File: config.mk
export PLATFORM = sky130hd
export DESIGN_NAME = ext_irq_trap
export DESIGN_NICKNAME = d
export VERILOG_FILES = /design/src/rtl/ext_irq_trap_pkg.sv /design/src/rtl/irq_source.sv /design/src/rtl/irq_csr_regs.sv /design/src/rtl/ext_irq_trap.sv
export SDC_FILE = /design/constraint.sdc
export NUM_CORES = 1
export LEC_CHECK = 0
export ABC_AREA = 1
export ABC_CLOCK_PERIOD_IN_PS = 2400
export CORE_MARGIN = 2
export CORE_UTILIZATION = 45
export CTS_CLUSTER_SIZE = 12
export DETAILED_ROUTE_END_ITERATION = 6
export MAX_ROUTING_LAYER = met4
export PLACE_DENSITY = 0.95
export SYNTH_ARGS = -nofsm -noshare
export SYNTH_HDL_FRONTEND = slang
export SYNTH_SLANG_ARGS = --single-unit
File: constraint.sdc
create_clock -name clk -period 2.4 [get_ports clk]
set_input_delay 0.24 -clock clk [delete_from_list [all_inputs] [get_ports clk]]
set_output_delay 0.24 -clock clk [all_outputs]
set_load 0.05 [all_outputs]
File: src/rtl/ext_irq_trap_pkg.sv
package ext_irq_trap_pkg;
  localparam logic [11:0] CSR_MSTATUS = 12'h300;
  localparam logic [11:0] CSR_MIE     = 12'h304;
  localparam logic [11:0] CSR_MTVEC   = 12'h305;
  localparam logic [11:0] CSR_MEPC    = 12'h341;
  localparam logic [11:0] CSR_MIP     = 12'h344;
  localparam int GIE_BIT = 3;
  localparam int EXT_BIT = 11;
endpackage

File: src/rtl/irq_source.sv
module irq_source #(
  parameter bit EDGE_MODE = 1'b1
) (
  input  logic clk,
  input  logic rst_n,
  input  logic irq_in,
  input  logic mret,
  output logic req
);
  generate
    if (EDGE_MODE) begin : g_edge
      logic prev_q;
      logic pend_q;
      logic rise;

      assign rise = irq_in & ~prev_q;

      always_ff @(posedge clk) begin
        if (!rst_n) begin
          prev_q <= 1'b0;
          pend_q <= 1'b0;
        end else begin
          prev_q <= irq_in;
          if (rise)      pend_q <= 1'b1;
          else if (mret) pend_q <= 1'b0;
        end
      end

      assign req = pend_q;


      edge_latch_chk: assert property (@(posedge clk) disable iff (!rst_n)
        (irq_in && !prev_q) |=> req);

      pend_hold_chk: assert property (@(posedge clk) disable iff (!rst_n)
        (req && !mret) |=> req);

      edge_beats_mret_chk: assert property (@(posedge clk) disable iff (!rst_n)
        (irq_in && !prev_q && mret) |=> req);

      held_no_relatch_chk: assert property (@(posedge clk) disable iff (!rst_n)
        (mret && prev_q && irq_in) |=> !req);
    end else begin : g_level
      logic unused_lvl;
      assign unused_lvl = ^{clk, rst_n, mret};
      assign req = irq_in;
    end
  endgenerate
endmodule

File: src/rtl/irq_csr_regs.sv
module irq_csr_regs
  import ext_irq_trap_pkg::*;
#(
  parameter int XLEN = 32
) (
  input  logic            clk,
  input  logic            rst_n,
  input  logic            we,
  input  logic [11:0]     addr,
  input  logic [XLEN-1:0] wdata,
  output logic [XLEN-1:0] rdata,
  input  logic            take,
  input  logic            mret,
  input  logic [XLEN-1:0] dec_pc,
  input  logic            pend_view,
  output logic            gie,
  output logic            meie,
  output logic [XLEN-1:0] mtvec_base
);
  localparam int BASE_W = XLEN - 2;

  logic [BASE_W-1:0] base_q;
  logic [XLEN-1:0]   mepc_q;

  always_ff @(posedge clk) begin
    if (!rst_n) begin
      gie    <= 1'b0;
      meie   <= 1'b0;
      base_q <= '0;
      mepc_q <= '0;
    end else begin
      if (take)                              gie <= 1'b0;
      else if (mret)                         gie <= 1'b1;
      else if (we && addr == CSR_MSTATUS)    gie <= wdata[GIE_BIT];
      if (we && addr == CSR_MIE)             meie <= wdata[EXT_BIT];
      if (we && addr == CSR_MTVEC)           base_q <= wdata[XLEN-1:2];
      if (take)                              mepc_q <= dec_pc;
      else if (we && addr == CSR_MEPC)       mepc_q <= wdata;
    end
  end

  assign mtvec_base = {base_q, 2'b00};

  always_comb begin
    rdata = '0;
    case (addr)
      CSR_MSTATUS: rdata[GIE_BIT] = gie;
      CSR_MIE:     rdata[EXT_BIT] = meie;
      CSR_MIP:     rdata[EXT_BIT] = pend_view;
      CSR_MTVEC:   rdata = mtvec_base;
      CSR_MEPC:    rdata = mepc_q;
      default:     rdata = '0;
    endcase
  end


  take_clears_gie_chk: assert property (@(posedge clk) disable iff (!rst_n)
    take |=> !gie);

  take_saves_pc_chk: assert property (@(posedge clk) disable iff (!rst_n)
    take |=> (mepc_q == $past(dec_pc)));

  mret_sets_gie_chk: assert property (@(posedge clk) disable iff (!rst_n)
    (mret && !take) |=> gie);
endmodule

File: src/rtl/ext_irq_trap.sv
module ext_irq_trap
  import ext_irq_trap_pkg::*;
#(
  parameter int XLEN      = 32,
  parameter bit EDGE_MODE = 1'b1,
  parameter bit VECTORED  = 1'b0
) (
  input  logic            clk,
  input  logic            rst_n,
  input  logic            irq_in,
  input  logic            csr_we,
  input  logic [11:0]     csr_addr,
  input  logic [XLEN-1:0] csr_wdata,
  output logic [XLEN-1:0] csr_rdata,
  input  logic [XLEN-1:0] dec_pc,
  input  logic            mret,
  input  logic [XLEN-1:0] ext_vec_addr,
  output logic            trap_take,
  output logic [XLEN-1:0] trap_target
);
  logic            req;
  logic            gie;
  logic            meie;
  logic [XLEN-1:0] mtvec_base;

  irq_source #(.EDGE_MODE(EDGE_MODE)) u_src (
    .clk    (clk),
    .rst_n  (rst_n),
    .irq_in (irq_in),
    .mret   (mret),
    .req    (req)
  );

  irq_csr_regs #(.XLEN(XLEN)) u_csr (
    .clk        (clk),
    .rst_n      (rst_n),
    .we         (csr_we),
    .addr       (csr_addr),
    .wdata      (csr_wdata),
    .rdata      (csr_rdata),
    .take       (trap_take),
    .mret       (mret),
    .dec_pc     (dec_pc),
    .pend_view  (req),
    .gie        (gie),
    .meie       (meie),
    .mtvec_base (mtvec_base)
  );

  assign trap_take = req & gie & meie & ~mret;

  generate
    if (VECTORED) begin : g_vec
      assign trap_target = ext_vec_addr;
    end else begin : g_base
      logic unused_vec;
      assign unused_vec = ^ext_vec_addr;
      assign trap_target = mtvec_base;
    end
  endgenerate


  no_back_to_back_chk: assert property (@(posedge clk) disable iff (!rst_n)
    trap_take |=> !trap_take);
endmodule

# ---- Word level (Yosys, flattened, before mapping)
# Cells that the tools add are included.
dict set report word_totals {
  inputBits 113
  out_inout_bits 65
  ff_bits 66
  word_cells 37
}
dict set report classes {
  bitwise_logic 7
  n_mux 11
  eq_ne 5
  reduce_logical 8
}
# op count
set op_table {}
lappend op_table {{two-way mux 32 bit} 2}
lappend op_table {{== test 12 x 10 -> 1 bit (second input constant)} 5}
lappend op_table {{one-hot mux 20 bit (2 select lines)} 1}
lappend op_table {{one-hot mux 7 bit (2 select lines)} 1}
lappend op_table {{one-hot mux 3 bit (2 select lines)} 1}
lappend op_table {{nonzero test 2 bit} 3}
lappend op_table {{bitwise AND 1 bit} 4}
lappend op_table {{logical AND 1 bit} 4}
lappend op_table {{two-way mux 1 bit} 4}
lappend op_table {{one-hot mux 1 bit (4 select lines)} 1}
lappend op_table {{inverter 1 bit} 3}
lappend op_table {{one-hot mux 1 bit (3 select lines)} 1}
lappend op_table {{OR reduction 2 bit} 1}

# ---- Longest topological paths before layout
dict set report depth {
  depth_word 4
  depth_mapped 9
  mapped_depth_nobuf 9
}

# ---- Cells and area by module
# From an unflattened synthesis, not the netlist that was laid out.
dict set report hier_totals {
  hier_cells 585
  hier_area_um2 3533.4
}
# module area_each_um2 cells_per_inst n_inst seq_area_each_um2
set modules_own_cells {}
lappend modules_own_cells {irq_csr_regs 3447.1 572 1 1281.2}
lappend modules_own_cells {irq_source 68.8 9 1 40.0}
lappend modules_own_cells {ext_irq_trap 17.5 4 1 0.0}

# ---- Worst setup path after synthesis
# OpenSTA, ideal clock, no wires.
dict set report synth_timing {
  kind {input to output}
  start {in csr_addr[7]}
  end {out csr_rdata[28]}
  path_buffers 2
  required_time_ns 2.160
  arrival_time_ns 1.728
  stages 7
  path_slack_ns 0.432
  path_cell_list {nor2_1 nand2_2 nor2_8 nand2_2 buf_6 buf_6 o22ai_1}
}
dict set report synth_via {
  elab_chain_cells 2
  word_cells_on_any_way 3
  cone_classes {eq/ne: 2; mux: 1}
}
# item line_no
set synth_rtl {}
lappend synth_rtl {{start, declared} ext_irq_trap.sv:12} ;# input logic [11:0] csr_addr,
lappend synth_rtl {{== test 12 x 10 -> 1 bit} irq_csr_regs.sv:46} ;# case (addr)
lappend synth_rtl {{one-hot mux 20 bit (2 select lines) (*)} irq_csr_regs.sv:46}
lappend synth_rtl {{end, declared} ext_irq_trap.sv:14} ;# output logic [XLEN-1:0] csr_rdata,
# Mark *: on every way between the ends. The rest lies on a longest branch, timed or not.

# ---- Final worst setup path
dict set report layout_timing {
  start {in csr_addr[5]}
  end {out csr_rdata[3]}
}
dict set report layout_via {
  elab_chain_cells 2
  word_cells_on_any_way 4
  cone_classes {eq/ne: 3; mux: 1}
}
# item line_no
set layout_rtl {}
lappend layout_rtl {{== test 12 x 10 -> 1 bit} irq_csr_regs.sv:46}
lappend layout_rtl {{one-hot mux 1 bit (3 select lines) (*)} irq_csr_regs.sv:46}
# Marked as above.

==> flow_summary.yaml <==
critical_path:
  start_kind: "input pin"
  critPathMaxFanout: 16
  cp.required_ns: 2.16
  crit_type: "input pin to output port"
  end_kind: "output port"
  ff2ff_path_depth: 9
  arrival_ns: 1.87
timing:
  setup_viol: 0
  max_freq_mhz: 474.4
  fin_skew_ns: 0.006172
  worst_slew_pin_slew_ns: 0.7032
  rsz0062_at_grt: "false"
  whs_ns: 0.4125
  slew-limit-headroom: 0.5312
  min_period_ns: 2.108
  tns_ns: 0
  maxSlewViolCount: 0
  fin_crit_sh: 0.8784
  hold_viol: 0
grt:
  grt_pass1_wl_um: 17530
  track_usage: 0.2488
  antenna_found_initial: 0
  first_global_vias: 4066
  grt_overflow: 0
  grt_start_max_net_pins: 61
power_and_ir_drop:
  p_leak_nw: 2.739
  ir_drop_mv: 0.2741
  p_per_area_nw_per_um2: 388.8
  total_power_mw: 2.211
cts:
  cts.clk_slew.worst_paths_ns: 0.07
  h-tree-depth: 3
  clk_latency_ns: 0.32
  cts_tree: "built"
  postCtsSetupBuffers: 0
  postCtsHoldBufs: 0
  cts_resized: 0
  root_buffer: "clkbuf_8"
  cts_sinks: 66
  numCtsBuffers: 9
  clockBufferDepth: 2
routing:
  wl_per_cell_um: 12.89
  drtIter0Drc: 122
  drc: 0
  avgViaCountPerCell: 4.879
  dr.pass1.iters: 4
  wirelength_um: 10770
  num_vias: 4074
  drtAntennaViolNets: 0
floorplanning:
  die_area_um2: 9102
  die_height_um: 95.41
  io_pins: 178
  rows: 33
  start_util: 0.4599
  fp.dieW_um: 95.41
  core_area_um2: 8175
logic_synthesis:
  syn_area_per_cell_um2: 6.256
  yosysSeqAreaShare: 0.3514
  synth.area.top_cells: "dfxtp_1, nand2_1, nor2_1"
  synth_area_leader_cell: "dfxtp_1"
  synth.most_common_cell: "nand2_1"
  synthArstFlopShare: 0
  synth_edf_count: 0
  yosysTopAreaCellShare: 0.3514
  synth_area_um2: 3760
  ys_types: 25
  yosysWarnings: 0
  syn_inst: 601
  synth_common_cells: "nand2_1, nor2_1, inv_1, dfxtp_1, a21oi_1"
  synth-seq-cells: 66
  synthFlopType: "dfxtp_1"
outcome:
  outcome: "finished, final reports clean"
placement:
  placed_cell_area_um2: 5503
  post-dp-hpwl_um: 7794
  io_buffer_count: 143
  gp_congestion: 0.8530
finish:
  final_nets: 839
  syn_to_final_growth_pct: 51.28
  antennaDiodeCount: 0
  layout-drive-gt1-share: 0.1178
  design_area_um2: 5688
flow_run:
  drv_cap: 0
min_path:
  whs_path_depth: 3
  hold_class: "input pin to flip-flop"
## critical path, stage by stage
cell,delay (ns)
clkdlybuf4s50_1,0.42
nor2_2,0.14
nand3_1,0.13
nor2_4,0.15
nand2_1,0.10
buf_4,0.22
inv_1,0.09
nand2_1,0.05
o211ai_1,0.14
buf_12,0.18
## cell type report
type	instances	area [um2]
fillers	633	2487
flip-flops and latches	66	1321
inverters	75	281.5
clock inverters	3	40.04
repair buffers	154	1852
well taps	105	131.4
clock buffers	12	145.1
multi-input cells	420	1917
## state kept, by name, summed over array words and instances (netlist names)
name	count
u_csr.base_q	30
u_csr.gie	1
u_csr.meie	1
u_csr.mepc_q	32
u_src.g_edge.prev_q	1
u_src.req	1
## path summary, 6_finish.rpt
| check | start | endpoint | slack (ns) |
|---|---|---|---|
| max | csr_addr[5] | csr_rdata[3] | 0.29 |
| min | rst_n | u_csr.mepc_q[5] | 0.41 |
| max reg2reg | u_src.req | u_csr.mepc_q[23] | 0.94 |
| min reg2reg | u_src.g_edge.prev_q | u_src.req | 0.42 |
## metal layers
layer / global-route usage / part of all wire / vias to the layer above
met3: 0.06008 / 0.068 / 12
met4: 0.07500 / 0.010 / 0
met1: 0.2526 / 0.40 / 1837
met2: 0.4701 / 0.53 / 134
met5: - / 0 / -
li1: - / - / 2091
## report_power, final
group          leakage [nW]  internal, mW  switching [mW]
registers             0.532          1.10         0.00268
logic                  2.11         0.135          0.0836
clock network        0.0962         0.500           0.392
## cell families (layout without fill, tap and decap cells)
| family | count (synthesis) | in the layout | synth area share |
|---|---|---|---|
| compound gates | 63 | 63 | 0.1055 |
| buf+inv | 116 | 244 | 0.1418 |
| flops | 66 | 66 | 0.3514 |
| other cells | 1 | 2 | 0.0009974 |
| simple gates | 355 | 355 | 0.4003 |
## per-stage QoR
step / cells / setup slack (ns) / util
floorplan: 602 / 0.4325 / -
global placement: 820 / 0.3183 / 0.6731
detailed placement: 820 / 0.2396 / 0.6731
CTS: 835 / 0.2812 / 0.6957
global route: 835 / 0.1787 / 0.6957
finish: 835 / 0.2919 / 0.6957
## cells in the final DEF (no fill, tap or decap), types with 3 or more instances in the layout
cell,instances
a21oi_1,33
buf_12,34
buf_4,10
clkbuf_8,10
clkdlybuf4s50_1,109
dfxtp_1,66
inv_1,74
nand2_1,201
nand2_2,3
nand3_1,32
nand3_2,8
nand3_4,3
nand4_1,3
nor2_1,99
nor2_2,4
o22ai_1,21
o22ai_2,7
Power figures use the tool's default switching activity.
